## src/rtl/cdi_pkg.sv

```systemverilog
package cdi_pkg;
  localparam int ADDR_W = 3;
  localparam int DATA_W = 8;

  typedef enum logic [ADDR_W-1:0] {
    A_PINS  = 3'd0,
    A_CEN   = 3'd1,
    A_CEVT  = 3'd2,
    A_DEN   = 3'd3,
    A_DEVT  = 3'd4,
    A_CAUSE = 3'd5
  } reg_addr_e;

  typedef enum logic [1:0] {
    CAUSE_NONE = 2'd0,
    CAUSE_CARD = 2'd1,
    CAUSE_DMA  = 2'd2
  } cause_e;

  typedef struct packed {
    logic rem;
    logic ins;
    logic glb;
  } card_en_t;
endpackage

```

## src/rtl/cdi_sync.sv

```systemverilog
module cdi_sync #(
  parameter int W      = 3,
  parameter int STAGES = 2
) (
  input  logic         clk,
  input  logic         rst_n,
  input  logic [W-1:0] d,
  output logic [W-1:0] q
);
  logic [W-1:0] chain [STAGES];

  always_ff @(posedge clk or negedge rst_n) begin
    if (!rst_n) begin
      for (int i = 0; i < STAGES; i++) chain[i] <= '0;
    end else begin
      chain[0] <= d;
      for (int i = 1; i < STAGES; i++) chain[i] <= chain[i-1];
    end
  end

  assign q = chain[STAGES-1];
endmodule

```

## src/rtl/cdi_card_evt.sv

```systemverilog
module cdi_card_evt
  import cdi_pkg::*;
(
  input  logic     clk,
  input  logic     rst_n,
  input  logic     present_s,
  input  logic     en_wr,
  input  card_en_t en_wdata,
  input  logic [1:0] evt_clr,
  output card_en_t en_q,
  output logic [1:0] evt_q,
  output logic     arm_ins,
  output logic     arm_rem,
  output logic     present_q,
  output logic     card_hit
);
  logic prev;
  logic set_ins, set_rem;

  always_ff @(posedge clk or negedge rst_n) begin
    if (!rst_n) prev <= 1'b0;
    else        prev <= present_s;
  end

  assign present_q = prev;
  assign arm_ins   = en_q.glb & en_q.ins & ~prev;
  assign arm_rem   = en_q.glb & en_q.rem &  prev;
  assign set_ins   = arm_ins &  present_s;
  assign set_rem   = arm_rem & ~present_s;
  assign card_hit  = set_ins | set_rem;

  always_ff @(posedge clk or negedge rst_n) begin
    if (!rst_n)        en_q <= '0;
    else if (card_hit) en_q <= '0;
    else if (en_wr)    en_q <= en_wdata;
  end

  always_ff @(posedge clk or negedge rst_n) begin
    if (!rst_n) evt_q <= '0;
    else        evt_q <= (evt_q & ~evt_clr) | {set_rem, set_ins};
  end

  a_r5_ins_only_when_armed: assert property (@(posedge clk) disable iff (!rst_n)
    $rose(evt_q[0]) |-> $past(arm_ins));
  a_r5_rem_only_when_armed: assert property (@(posedge clk) disable iff (!rst_n)
    $rose(evt_q[1]) |-> $past(arm_rem));
  a_r6_enables_drop: assert property (@(posedge clk) disable iff (!rst_n)
    card_hit |=> (en_q == '0));
  a_r7_clear_takes: assert property (@(posedge clk) disable iff (!rst_n)
    (evt_clr[0] && !set_ins) |=> !evt_q[0]);
endmodule

```

## src/rtl/cdi_dma_irq.sv

```systemverilog
module cdi_dma_irq #(
  parameter int DMA_W = 3
) (
  input  logic             clk,
  input  logic             rst_n,
  input  logic [DMA_W-1:0] evt,
  input  logic [DMA_W-1:0] evt_clr,
  input  logic             en_wr,
  input  logic [DMA_W-1:0] en_wdata,
  input  logic             kill,
  output logic [DMA_W-1:0] en_q,
  output logic [DMA_W-1:0] evt_q,
  output logic             pend
);
  always_ff @(posedge clk or negedge rst_n) begin
    if (!rst_n)     en_q <= '0;
    else if (kill)  en_q <= '0;
    else if (en_wr) en_q <= en_wdata;
  end

  always_ff @(posedge clk or negedge rst_n) begin
    if (!rst_n) evt_q <= '0;
    else        evt_q <= (evt_q & ~evt_clr) | evt;
  end

  assign pend = |(evt_q & en_q);

  a_r8_set_wins: assert property (@(posedge clk) disable iff (!rst_n)
    (evt[0] && evt_clr[0]) |=> evt_q[0]);
  a_r8_hold: assert property (@(posedge clk) disable iff (!rst_n)
    1'b1 |=> ((evt_q & $past(evt_q & ~evt_clr)) == $past(evt_q & ~evt_clr)));
  a_r6_mask_drop: assert property (@(posedge clk) disable iff (!rst_n)
    kill |=> (en_q == '0));
endmodule

```

## src/rtl/cdi_ctrl.sv

```systemverilog
module cdi_ctrl
  import cdi_pkg::*;
#(
  parameter int DMA_W       = 3,
  parameter int SYNC_STAGES = 2
) (
  input  logic             clk,
  input  logic             rst_n,
  input  logic             pin_present,
  input  logic             pin_wprot,
  input  logic             pin_busy,
  input  logic [DMA_W-1:0] dma_evt,
  input  logic             reg_wr,
  input  logic [2:0]       reg_addr,
  input  logic [7:0]       reg_wdata,
  output logic [7:0]       reg_rdata,
  output logic             irq
);
  localparam int PIN_W = 3;

  logic [PIN_W-1:0] pins_s;
  card_en_t         cen_q;
  logic [1:0]       cevt_q;
  logic             arm_ins, arm_rem, present_q, card_hit;
  logic [DMA_W-1:0] den_q, devt_q;
  logic             dma_pend;
  logic             card_pend;
  cause_e           cause;

  logic wr_cen, wr_cevt, wr_den, wr_devt;
  assign wr_cen  = reg_wr && (reg_addr == A_CEN);
  assign wr_cevt = reg_wr && (reg_addr == A_CEVT);
  assign wr_den  = reg_wr && (reg_addr == A_DEN);
  assign wr_devt = reg_wr && (reg_addr == A_DEVT);

  cdi_sync #(.W(PIN_W), .STAGES(SYNC_STAGES)) u_sync (
    .clk   (clk),
    .rst_n (rst_n),
    .d     ({pin_busy, pin_wprot, pin_present}),
    .q     (pins_s)
  );

  cdi_card_evt u_card (
    .clk       (clk),
    .rst_n     (rst_n),
    .present_s (pins_s[0]),
    .en_wr     (wr_cen),
    .en_wdata  (card_en_t'(reg_wdata[2:0])),
    .evt_clr   (wr_cevt ? reg_wdata[1:0] : 2'b00),
    .en_q      (cen_q),
    .evt_q     (cevt_q),
    .arm_ins   (arm_ins),
    .arm_rem   (arm_rem),
    .present_q (present_q),
    .card_hit  (card_hit)
  );

  cdi_dma_irq #(.DMA_W(DMA_W)) u_dma (
    .clk      (clk),
    .rst_n    (rst_n),
    .evt      (dma_evt),
    .evt_clr  (wr_devt ? reg_wdata[DMA_W-1:0] : '0),
    .en_wr    (wr_den),
    .en_wdata (reg_wdata[DMA_W-1:0]),
    .kill     (card_hit),
    .en_q     (den_q),
    .evt_q    (devt_q),
    .pend     (dma_pend)
  );

  assign card_pend = |cevt_q;
  assign irq       = card_pend | dma_pend;

  always_comb begin
    if (card_pend)     cause = CAUSE_CARD;
    else if (dma_pend) cause = CAUSE_DMA;
    else               cause = CAUSE_NONE;
  end

  always_comb begin
    reg_rdata = '0;
    case (reg_addr)
      A_PINS:  reg_rdata[5:0] = {arm_rem, arm_ins, ~pins_s[2], pins_s[2], pins_s[1], pins_s[0]};
      A_CEN:   reg_rdata[2:0] = cen_q;
      A_CEVT:  reg_rdata[1:0] = cevt_q;
      A_DEN:   reg_rdata[DMA_W-1:0] = den_q;
      A_DEVT:  reg_rdata[DMA_W-1:0] = devt_q;
      A_CAUSE: reg_rdata[1:0] = cause;
      default: reg_rdata = '0;
    endcase
  end

  a_r9_level_hold: assert property (@(posedge clk) disable iff (!rst_n)
    (irq && !reg_wr) |=> irq);
  a_r10_card_first: assert property (@(posedge clk) disable iff (!rst_n)
    (cause == CAUSE_CARD) |-> (irq && cevt_q != 2'b00));
  a_r5_edge_tracks: assert property (@(posedge clk) disable iff (!rst_n)
    1'b1 |=> (present_q == $past(pins_s[0])));
endmodule

```

## config.mk

```make
export PLATFORM = sky130hd
export DESIGN_NAME = cdi_ctrl
export DESIGN_NICKNAME = d
export VERILOG_FILES = /design/src/rtl/cdi_pkg.sv /design/src/rtl/cdi_sync.sv /design/src/rtl/cdi_card_evt.sv /design/src/rtl/cdi_dma_irq.sv /design/src/rtl/cdi_ctrl.sv
export SDC_FILE = /design/constraint.sdc
export NUM_CORES = 1
export LEC_CHECK = 0
export ABC_AREA = 1
export CELL_PAD_IN_SITES_DETAIL_PLACEMENT = 1
export CELL_PAD_IN_SITES_GLOBAL_PLACEMENT = 1
export CORE_MARGIN = 5
export CORE_UTILIZATION = 35
export CTS_CLUSTER_DIAMETER = 60
export CTS_CLUSTER_SIZE = 40
export DETAILED_ROUTE_END_ITERATION = 7
export PLACE_DENSITY = 0.81
export SKIP_LAST_GASP = 1
export SLEW_MARGIN = 15
export SYNTH_ARGS = -nofsm -noshare
export SYNTH_HDL_FRONTEND = slang
export SYNTH_SLANG_ARGS = --single-unit
```

## constraint.sdc

```tcl
create_clock -name clk -period 3.1 [get_ports clk]
set_input_delay 0.62 -clock clk [delete_from_list [all_inputs] [get_ports clk]]
set_output_delay 0.62 -clock clk [all_outputs]
set_load 0.02 [all_outputs]
```

==> results of run 1 <==
-- power by group through the flow --
| stage | logic, mW | registers, mW | clock network [mW] |
|---|---|---|---|
| floorplan | 0.113 | 0.308 | 0 |
| global placement | 0.175 | 0.320 | 0 |
| detailed placement | 0.181 | 0.323 | 0 |
| CTS | 0.182 | 0.319 | 0.153 |
| global route | 0.203 | 0.327 | 0.167 |
| finish | 0.179 | 0.319 | 0.150 |
-- final timing paths --
check,slack (ps),depth (start not counted),end
worst max-delay path,140,8,reg_rdata[0]
worst min-delay path,360,0,u_sync.q[2]
worst max register to register,1910,3,u_card.en_q[0]
worst min register to register,360,0,u_sync.q[2]
min in group asynchronous,760,1,u_card.en_q[1]
max in group asynchronous,1840,1,u_card.en_q[0]
-- metrics by stage --
step	hold WS (ps)	worst slack, ps	utilization (%)
6_report	357	143	46.1
5_1_grt	378	15.1	46.1
4_1_cts	359	115	46.1
3_5_place_dp	336	129	44.8
3_3_place_gp	333	146	44.8
2_1_floorplan	324	1210	-
-- synth_stat cells --
library cell / number
nor2_2: 3
nand2_1: 35
inv_1: 9
conb_1: 1
nor2_1: 9
inv_2: 2
nand4_1: 16
clkinv_1: 1
dfrtp_1: 18
nand4_2: 3
buf_4: 4
inv_4: 1
or2_2: 1
nand3_1: 14
buf_2: 2
nand2_2: 2
o21ai_1: 1
a21oi_1: 1
nor3_4: 1
-- registers in the layout, summed over array words and instances, names as in the netlist --
register,cells
u_dma.evt_q,3
u_sync.q,3
u_card.en_q,3
u_card.present_q,1
u_card.evt_q,2
u_dma.en_q,3
u_sync.chain,3
-- cell usage in the layout, fill, tap and decap left out, drive strengths merged --
cell type / n
a21oi: 1
clkdlybuf4s50: 21
nand2: 37
conb: 2
or2: 1
nor2: 12
clkbuf: 4
clkinv: 1
buf: 4
o21ai: 1
dfrtp: 18
inv: 12
nor3: 1
nand3: 14
nand4: 19
-- routing by layer --
layer | wire [um] | global-route usage, % | up-vias
met5 | 0 | 0 | -
met4 | 61 | 7.96 | 0
met3 | 94 | 2.88 | 5
met2 | 1200 | 22.4 | 16
met1 | 1180 | 18.5 | 444
li1 | - | - | 457
-- layout make-up --
type	instances	area share (%)
multi-input combinational	88	35.2
clock buffer	4	2.88
timing repair buffer	25	19.0
inverter	13	4.07
tap	31	3.08
sequential	18	35.7
-- cell families after synthesis --
kind of cell	Yosys count	synth area share (%)
DFF	18	45.9
and+or+nand+nor	84	43.4
AOI/OAI and AO/OA	2	1.02
other	1	0.382
buffers and inverters	19	9.30
-- worst max-delay path, delay by kind of cell --
kind	cells	cell delay, ps
simple gates	5	440
buf+inv	3	1280
==> results, run 1 <==
- For this block, the via count after detailed routing is between 900 and 1k.
- The tree is rooted in a clkbuf_4.
- The hold violation count in the final report is 0.
- The finished layout holds ~180 standard cells, fillers aside.
- The die outline width is approximately 63 um.
- The start point of the critical path is reg_addr[2].
- The start point of the worst min-delay path is u_sync.chain[5].
- The final routed wirelength across all metal layers is ~2.5 mm.
- The number of antenna violations at the first check in global routing was 0.
- In this run, post-CTS repair resized a total of 0 instances.
- Max-cap violations in this run came to 0.
- Row generation in the floorplan step produced 19 rows.
- The first-pass iteration count of the detailed router is 4.
- A synthesized cell averages between 7 and 8 um2.
- The largest net degree at the start of global routing is 19.
- The layout has 338 filler cells.
- The worst supply voltage drop on vdd is ~300 uV.
- The routed length per instance is roughly 14 um.
- Across every metal layer, demand over resource in global routing totals ~14%.
- For this run, the number of Yosys warnings is 0.
- Setup violations remaining at the end of the flow were counted as 0.
- The count of buffers from port buffering is 21.
- The share of Yosys cell area claimed by the top area cell type is 45.9%.
- The share of power burned in registers is 49.3%.
- Setup total negative slack on the finished layout was measured at 0 ps.
- The number of antenna diodes in the final layout is 0.
- The effective utilization at floorplan is between 30% and 40%.
- The most frequent cell on the critical path is nand2_1.
- The clock tree from TritonCTS is built.
- The post-cts hold buffer count is 0.
- The total internal power is about 0.43 mW.
- The slowest cell on the critical path is clkdlybuf4s50_1.
- The count of buffers added by post-CTS timing repair for setup is 0.
- After detailed routing, the number of vias per cell comes to 5.15.
- Summed over all nets, the half-perimeter wirelength after detailed placement is roughly 2.0 mm.
- The ratio of final minimum period to clock period is 95.4%.
- For this run, the post-layout net count is around 170.
- The synthesized design contains 18 register bits.
- The worst setup path is captured at an output port.
- The deepest clock path buffer count is 2.
- The synthesized netlist occupies a cell area of between 900 and 1000 um2.
- Clock-pin slew was measured on the worst setup and hold paths at about 100 ps.
- The required arrival time at the worst endpoint is about 2500 ps.
- Power spread over the standard cell area amounts to 514 nW/um2.
- The first-pass GRT wire length is roughly 4.5 mm.
- The share of layout cells above drive strength 1 is around 14%.
- At the end of routability-driven placement, the weighted congestion stood at roughly 0.75.
- The leakage power is between 0.6 and 0.7 nW.
- The largest stage delay on the critical path is 600 ps.
- The worst setup path is of the input pin to output port kind.
- After detailed routing, the number of remaining DRC violations is 0.
- Net switching is approximately 34% of the power.
- The analysis attributes to net switching a power of approximately 0.22 mW.
- The post-synthesis to final-layout area growth is 28.4%.
- The worst min-delay path category is register to register.
- The instance count of the mapped netlist is roughly 120.
- Walking the worst path, the cells encountered are clkdlybuf4s50_1 > buf_4 > nor3_4 > nand2_1 > nand2_1 > nand2_1 > nand2_1 > clkdlybuf4s50_1.
- The clock skew is between 10 and 15 ps.
- The core area is 2730 um2.
- The routed design could run at a clock period as short as between 2000 and 3000 ps.
- For the pin with the worst max-slew slack, the measured transition is roughly 800 ps.
- The run finished with clean final reports.
- The top-level port count is 29.
- Once detail routing completed, the nets flagged for antenna violations numbered 0.
- The final max-slew violation count came to 0.
- In this run the tightest slew margin relative to its limit is 46.6%.
- The number of clock buffers added by TritonCTS is 3.
- Measured along the y axis, the die boundary spans approximately 63 um.
- The number of global-route vias before repair is 940.
- The peak fanout along the critical path is 6.
- After layout, the design draws a total of between 0.6 and 0.7 mW.
- The number of distinct library cell variants in the gate-level netlist after synthesis is 19.
- Setup repair after global routing left no endpoint under its margin.
- The register cell area after layout is approximately 450 um2.
- At the worst endpoint, the arrival time is ~2300 ps.
- The number of sinks on the clock net is 18.
- In this run the cell area measured after placement is ~1200 um2.
- STA classifies the critical path startpoint as an input pin.
- The clock network accounts for approximately 23% of the total power.
- The die covers 3970 um2.
- For the worst-skew pair, the clock arrives at the later sink with an insertion delay of around 310 ps.
- The finished cells cover approximately 1300 um2.
- The maximum clock frequency is about 340 MHz.
- The number of placed instances, taps included is ~180.
- Sorting the synthesized cells by area gives the leading types as dfrtp_1, nand2_1, nand4_1.
- In this run the number of H-tree levels came out at 1.
- Summed over all instances, the cell type with the most area after synthesis is dfrtp_1.
- The origin of the critical flop-to-flop path is u_card.en_q[0].
- Summing all multi-input logic gate instances after layout gives around 440 um2.
- The fraction of the yosys area taken by sequential cells is roughly 46%.
- For this block, the initial DRC count from the detailed router was 38.
- Combinational logic burns approximately 28% of the power.
- The leftover overflow at the end of global routing is 0.
Power figures use the tool's default switching activity.
==> inputs of run 2 (changes only) <==
--- a/config.mk
+++ b/config.mk
@@ -8,7 +8,7 @@
 export ABC_AREA = 1
 export CELL_PAD_IN_SITES_DETAIL_PLACEMENT = 1
 export CELL_PAD_IN_SITES_GLOBAL_PLACEMENT = 1
-export CORE_MARGIN = 5
+export CORE_MARGIN = 3
 export CORE_UTILIZATION = 35
 export CTS_CLUSTER_DIAMETER = 60
 export CTS_CLUSTER_SIZE = 40
==> results, run 2 (synthesis gave the netlist of run 1 again) <==
- The leakage power was 0.620 nW (+2.1%).
- The top-level port count came to 29 (unchanged).
- The worst setup path is captured at an output port.
- The count of buffers from port buffering is 21 (unchanged).
- The die boundary height is 59.0 um (-6.4%).
- The most common library cell in the layout ignoring fill and taps is nand2_1.
- The pin slew with the least headroom to its limit came to 789 ps (-9.53 ps).
- The number of nets at the end of the flow is 169 (unchanged).
- Traced cell by cell, the critical path runs through clkdlybuf4s50_1 > inv_2 > nand2_1 > nor2_1 > nand2_1 > nand2_1 > nor2_1 > nand2_1 > clkdlybuf4s50_1.
- The hold violation count in the final report is 0 (unchanged).
- The deepest clock path buffer count was 2 (unchanged).
- The final max-slew violation count is 0 (unchanged).
- The number of global-route vias before repair is 930 (-1.1%).
- The core area is 2570 um2 (-6.1%).
- The arrival time of the worst setup path is 2320 ps (-20 ps).
- The DRC marker count from the first detailed-route iteration is 22 (-42%).
- The leftover overflow at the end of global routing is 0 (unchanged).
- The number of antenna cells inserted was 0 (unchanged).
- The detailed-route vias per instance is 5.18 (+0.56%).
- The max-capacitance violation count is 0 (unchanged).
- The overall fraction of global-route tracks in use is 16.4% (+2.0 points).
- The top cell types in the final layout, fill and taps aside, are nand2_1, clkdlybuf4s50_1, dfrtp_1.
- The estimated wirelength of the detail-placed design is 2.01 mm (-0.70%).
- Setup repair after global routing left no endpoint under its margin.
- The clock transition at the registers of the reported paths was 100 ps (about the same).
- The required arrival time at the worst endpoint was 2480 ps (about the same).
- The number of failing setup endpoints in the final timing report came to 0 (unchanged).
- The number of antenna violations at the first check in global routing is 0 (unchanged).
- The largest net degree at the start of global routing is 19 (unchanged).
- The number of clock buffers inserted by TritonCTS is 3 (unchanged).
- The power density normalized to cell area is 508 nW/um2 (-1.0%).
- The maximum clock frequency is 341 MHz (+0.69%).
- The effective utilization at floorplan was 38.3% (+2.3 points).
- The slowest cell on the critical path is clkdlybuf4s50_1.
- The first-pass GRT wire length was 4.35 mm (-2.8%).
- The final routed wirelength across all metal layers was 2.52 mm (-0.71%).
- The count of buffers added by post-CTS timing repair for setup is 0 (unchanged).
- The final setup TNS came to 0 ps (unchanged).
- The number of remaining DRC errors is 0 (unchanged).
- The area enclosed by the die boundary was 3480 um2 (-12%).
- The routed length per instance is 14.2 um (-0.15%).
- STA classifies the critical path startpoint as an input pin.
- The last weighted congestion value of the routability-driven placer came to 0.777 (+3.6%).
- The number of sinks on the clock net is 18 (unchanged).
- The worst supply voltage drop on vdd is 335 uV (+12%).
- The sum of buffers and inverters on the critical path is 3 (unchanged).
- The clock skew is 7.75 ps (-3.48 ps).
- The ratio of final minimum period to clock period came to 94.7% (-0.65 points).
- The post-cts hold buffer count came to 0 (unchanged).
- The source-to-sink clock delay at the later pin of the worst-skew pair is 290 ps (-20 ps).
- The number of H-tree branching levels is 1 (unchanged).
- The worst max-slew margin expressed relative to the limit was 47.2% (+0.64 points).
- The core occupancy in the finished layout came to 49.2% (+3.0 points).
- The share of layout cells above drive strength 1 is 14.2% (unchanged).
- The flow ran to the end, and the final reports show no timing, DRC or antenna violations.
- The path class of the tightest hold or removal check is register to register.
- TritonCTS built the clock tree.
- The category of cells accounting for the largest share of critical-path delay is buffers and inverters.
- The clock root buffer is clkbuf_4.
- The count of nets left with antenna violations after detail routing is 0 (unchanged).
- The peak fanout along the critical path is 6 (unchanged).
- The number of placement rows is 18 (-1).
- The total via count in the routed design is 922 (unchanged).
- The die outline width is 59.0 um (-6.4%).
- The most frequent cell on the critical path is nand2_1.
- The number of filler cells placed in the layout was 337 (-0.30%).
- The largest stage delay on the critical path is 590 ps (about the same).
- The critical setup path kind is input pin to output port.
- The post-synthesis to final-layout area growth came to 28.5% (about the same).
- The final critical-path required period is 2940 ps (-20.3 ps).
- The first-pass iteration count of the detailed router is 4 (unchanged).
==> run 2: changes by cell type in the layout (fill, tap and decap cells not counted), sizes merged <==
cell           delta
clkdlybuf4s50     -1
dlymetal6s2s      +1
==> run 2: worst reg2reg max path, cell delays in order (launching register included) <==
cell	delay (ps)
dfrtp_1	480
nand4_2	350
nand4_1	230
nand2_1	70
==> run 2: final timing paths <==
check	startpoint	end	slack, ps	depth (start not counted)
max in group asynchronous	rst_n	u_sync.q[0]	1820	1
hold / removal	u_sync.chain[3]	u_sync.q[0]	360	0
min in group asynchronous	rst_n	u_dma.en_q[2]	780	1
setup / recovery	reg_addr[1]	reg_rdata[1]	160	9
setup reg to reg	u_card.en_q[0]	u_card.en_q[2]	1880	3
hold reg to reg	u_sync.chain[3]	u_sync.q[0]	360	0
==> run 2: layer usage <==
metal	vias up	wire [um]	track usage (%)
met5	-	0	0
met4	0	59	8.09
met3	4	118	1.31
met2	24	1200	25.4
met1	436	1140	23.0
li1	458	-	-
==> run 2: area by class of cell <==
| class | instances | area [um2] | area share, % |
|---|---|---|---|
| sequential | 18 | 450 | 35.7 |
| timing repair buffer | 25 | 243 | 19.2 |
| tap | 30 | 37.5 | 2.97 |
| clock buffer | 4 | 36.3 | 2.87 |
| multi-input combinational | 88 | 444 | 35.2 |
| inverter | 13 | 51.3 | 4.06 |
==> run 2: timing repair <==
action / in CTS / in global routing
resized for setup: 0 / 1
endpoints found under the setup margin: 0 / 1
endpoints found under the hold margin: 0 / 0
==> run 2: where the power goes <==
group / internal (mW) / switching [mW]
Clock: 0.0714 / 0.0702
Sequential: 0.275 / 0.0434
Combinational: 0.0819 / 0.100
==> run 2: metrics by stage <==
stage / instances / hold slack (ps) / setup slack (ps) / total power, mW / cell area [um2]
after floorplan: 125 / 324 / 1210 / 0.421 / 986
after global placement: 174 / 333 / 163 / 0.494 / 1220
after detailed placement: 174 / 341 / 136 / 0.507 / 1220
after CTS: 178 / 364 / 127 / 0.648 / 1260
after global routing: 178 / 377 / 30.6 / 0.689 / 1260
final: 178 / 363 / 163 / 0.642 / 1260
==> inputs of run 3 (changes only) <==
--- a/config.mk
+++ b/config.mk
@@ -13,7 +13,7 @@
 export CTS_CLUSTER_DIAMETER = 60
 export CTS_CLUSTER_SIZE = 40
 export DETAILED_ROUTE_END_ITERATION = 7
-export PLACE_DENSITY = 0.81
+export PLACE_DENSITY_LB_ADDON = 0.1
 export SKIP_LAST_GASP = 1
 export SLEW_MARGIN = 15
 export SYNTH_ARGS = -nofsm -noshare
==> constraint.sdc (replaced) <==
create_clock -name clk -period 3.5 [get_ports clk]
set_input_delay 0.7 -clock clk [delete_from_list [all_inputs] [get_ports clk]]
set_output_delay 0.7 -clock clk [all_outputs]
set_load 0.02 [all_outputs]
==> results, run 3 (synthesis gave the netlist of run 1 again) <==
- The flow ran to the end, and the final reports show no timing, DRC or antenna violations.
- The largest net degree at the start of global routing came to 19 (unchanged).
- The area enclosed by the die boundary came to 3480 um2 (unchanged).
- The worst-case reg-to-reg path depth came to 3 (unchanged).
- The worst hold path begins at u_sync.chain[3].
- The worst max-slew margin expressed relative to the limit is 47.2% (about the same).
- The hold violation count in the final report is 0 (unchanged).
- The multi-input gate area in the final layout is 444 um2 (unchanged).
- The ratio of final minimum period to clock period is a little over nine tenths.
- The required arrival time at the worst endpoint is 2800 ps (+320 ps).
- The number of antenna cells inserted is 0 (unchanged).
- The number of global-route vias before repair was 909 (-2.3%).
- The core occupancy in the finished layout came to 48.2% (-0.97 points).
- The source-to-sink clock delay at the later pin of the worst-skew pair is 310 ps (+20 ps).
- The worst hold path cell count came to 0 (unchanged).
- The first-pass iteration count of the detailed router came to 5 (+1).
- The leftover overflow at the end of global routing is 0 (unchanged).
- The slowest stage of the critical path belongs to the cell clkdlybuf4s50_1.
- Setup repair after global routing left no endpoint under its margin.
- The worst-case register-to-register setup slack is 2280 ps (+400 ps).
- The deepest clock path buffer count was 2 (unchanged).
- STA classifies the critical path endpoint as an output port.
- The root buffer cell chosen for the clock tree is clkbuf_4.
- The leakage power is 0.593 nW (-4.4%).
- The number of failing setup endpoints in the final timing report is 0 (unchanged).
- The share of layout cells above drive strength 1 is 12.4% (-1.8 points).
- TritonCTS built the clock tree.
- The number of placement rows is 18 (unchanged).
- The die outline width was 59.0 um (unchanged).
- The peak fanout along the critical path is 8 (+2).
- The pin slew with the least headroom to its limit is 789 ps (+0.0430 ps).
- The estimated wirelength of the detail-placed design is 1.91 mm (-4.7%).
- The count of cells resized by post-cts repair is 0 (unchanged).
- The clock transition at the registers of the reported paths is 100 ps (about the same).
- In the layout the commonest cells are nand2_1, clkdlybuf4s50_1, dfrtp_1.
- The effective utilization at floorplan is 38.3% (unchanged).
- The number of H-tree branching levels came to 1 (unchanged).
- The count of nets left with antenna violations after detail routing is 0 (unchanged).
- By startpoint and endpoint, the worst setup path is classified as input pin to output port.
- The capture instance of the worst register-to-register path is u_dma.en_q[2].
- The die boundary height came to 59.0 um (unchanged).
- The final cell count without fillers is 175 (-1.7%).
- The detailed-route vias per instance is 5.27 (+1.8%).
- The first-pass GRT wire length is 4.32 mm (-0.78%).
- The final setup TNS is 0 ps (unchanged).
- The last weighted congestion value of the routability-driven placer came to 0.766 (-1.3%).
- The arrival time of the worst setup path is 2600 ps (+280 ps).
- The final max-slew violation count came to 0 (unchanged).
- The number of clock buffers inserted by TritonCTS is 3 (unchanged).
- The number of placed instances, taps included is 171 (-1.7%).
- The routed length per instance is 14.4 um (+1.7%).
- The top-level port count is 29 (unchanged).
- The total via count in the routed design came to 923 (+0.11%).
- The DRC marker count from the first detailed-route iteration is 29 (+32%).
- The number of sinks on the clock net was 18 (unchanged).
- The post-cts hold buffer count was 0 (unchanged).
- The register cell area after layout is 450 um2 (unchanged).
- The largest stage delay on the critical path is 590 ps (about the same).
- Based on the critical path, the design can be clocked at up to 303 MHz.
- The number of remaining DRC errors is 0 (unchanged).
- The critical path goes through clkdlybuf4s50_1 > buf_4 > nand2_1 > nor2_1 > nand2_1 > nand2_1 > nor2_1 > nand2_1 > clkdlybuf4s50_1.
- The max-capacitance violation count was 0 (unchanged).
- The clock skew is 8.41 ps (+0.664 ps).
- The final routed wirelength across all metal layers is 2.52 mm (about the same).
- STA classifies the critical path startpoint as an input pin.
- The category of cells accounting for the largest share of critical-path delay is buffers and inverters.
- The sum of buffers and inverters on the critical path is 3 (unchanged).
- Leaving out fill and tap cells, the most frequent cell in the layout is nand2_1.
- After layout, the minimum clock period comes to between 3000 and 4000 ps.
- The number of antenna violations at the first check in global routing is 0 (unchanged).
- The post-synthesis to final-layout area growth is 26.0%.
- The overall fraction of global-route tracks in use is 16.4% (+0.061 points).
- The number of filler cells placed in the layout is 332 (-1.5%).
- For hold timing, the worst endpoint is u_sync.q[0].
- The origin of the critical flop-to-flop path is u_card.en_q[0].
- The number of nets at the end of the flow is 166 (-1.8%).
- The tightest min-delay check is of the register to register type.
- The count of buffers added by post-CTS timing repair for setup came to 0 (unchanged).
- The worst supply voltage drop on vdd is 258 uV (-23%).
- The core area is 2570 um2 (unchanged).
- The power density normalized to cell area is 463 nW/um2 (-8.9%).
- The most frequent cell on the critical path is nand2_1.
- The count of buffers from port buffering is 21 (unchanged).
## run 3: cell types whose count changed in the layout (fill, tap and decap cells not counted)
cell,change
dlymetal6s2s_1,-1
buf_4,-3
clkdlybuf4s50_1,+1
## run 3: layout make-up
| cell class | instances | share of cell area (%) |
|---|---|---|
| clock buffers | 4 | 2.93 |
| inverters | 13 | 4.15 |
| multi-input cells | 88 | 35.9 |
| flip-flops and latches | 18 | 36.4 |
| well taps | 30 | 3.03 |
| repair buffers | 22 | 17.6 |
## run 3: layer usage
layer	up-vias	track usage, %	wire length (um)
li1	449	-	-
met1	451	22.2	1150
met2	20	26.5	1220
met3	3	4.14	141
met4	0	3.88	17
met5	-	0	0
## run 3: per-stage QoR
| step | hold slack [ps] | setup WS (ps) | total power [mW] | instance area, um2 |
|---|---|---|---|---|
| after floorplan | 331 | 1450 | 0.373 | 986 |
| after global placement | 332 | 253 | 0.437 | 1200 |
| after detailed placement | 336 | 251 | 0.442 | 1200 |
| after CTS | 361 | 181 | 0.579 | 1240 |
| after global routing | 370 | 65.3 | 0.614 | 1240 |
| final | 358 | 197 | 0.573 | 1240 |
## run 3: how the worst max path moves through the flow
| stage | start | end | slack [ps] | depth (start not counted) |
|---|---|---|---|---|
| global placement | reg_addr[1] | reg_rdata[1] | 250 | 7 |
| global route | reg_addr[1] | reg_rdata[1] | 70 | 7 |
| CTS | reg_addr[0] | reg_rdata[0] | 180 | 9 |
| floorplan | reg_addr[0] | reg_rdata[0] | 1450 | 6 |
| finish | reg_addr[0] | reg_rdata[0] | 200 | 9 |
| detailed placement | reg_addr[0] | reg_rdata[0] | 250 | 9 |
## run 3: power by group
part / total [mW] / switching (mW) / internal (mW)
clock network: 0.135 / 0.0716 / 0.0636
logic: 0.158 / 0.0875 / 0.0709
registers: 0.280 / 0.0362 / 0.243
## run 3: worst reg2reg max path, stage by stage, from the launching register on
cell and delay, ps:
dfrtp_1 480, nand4_2 350, nand4_1 220, nand2_1 70
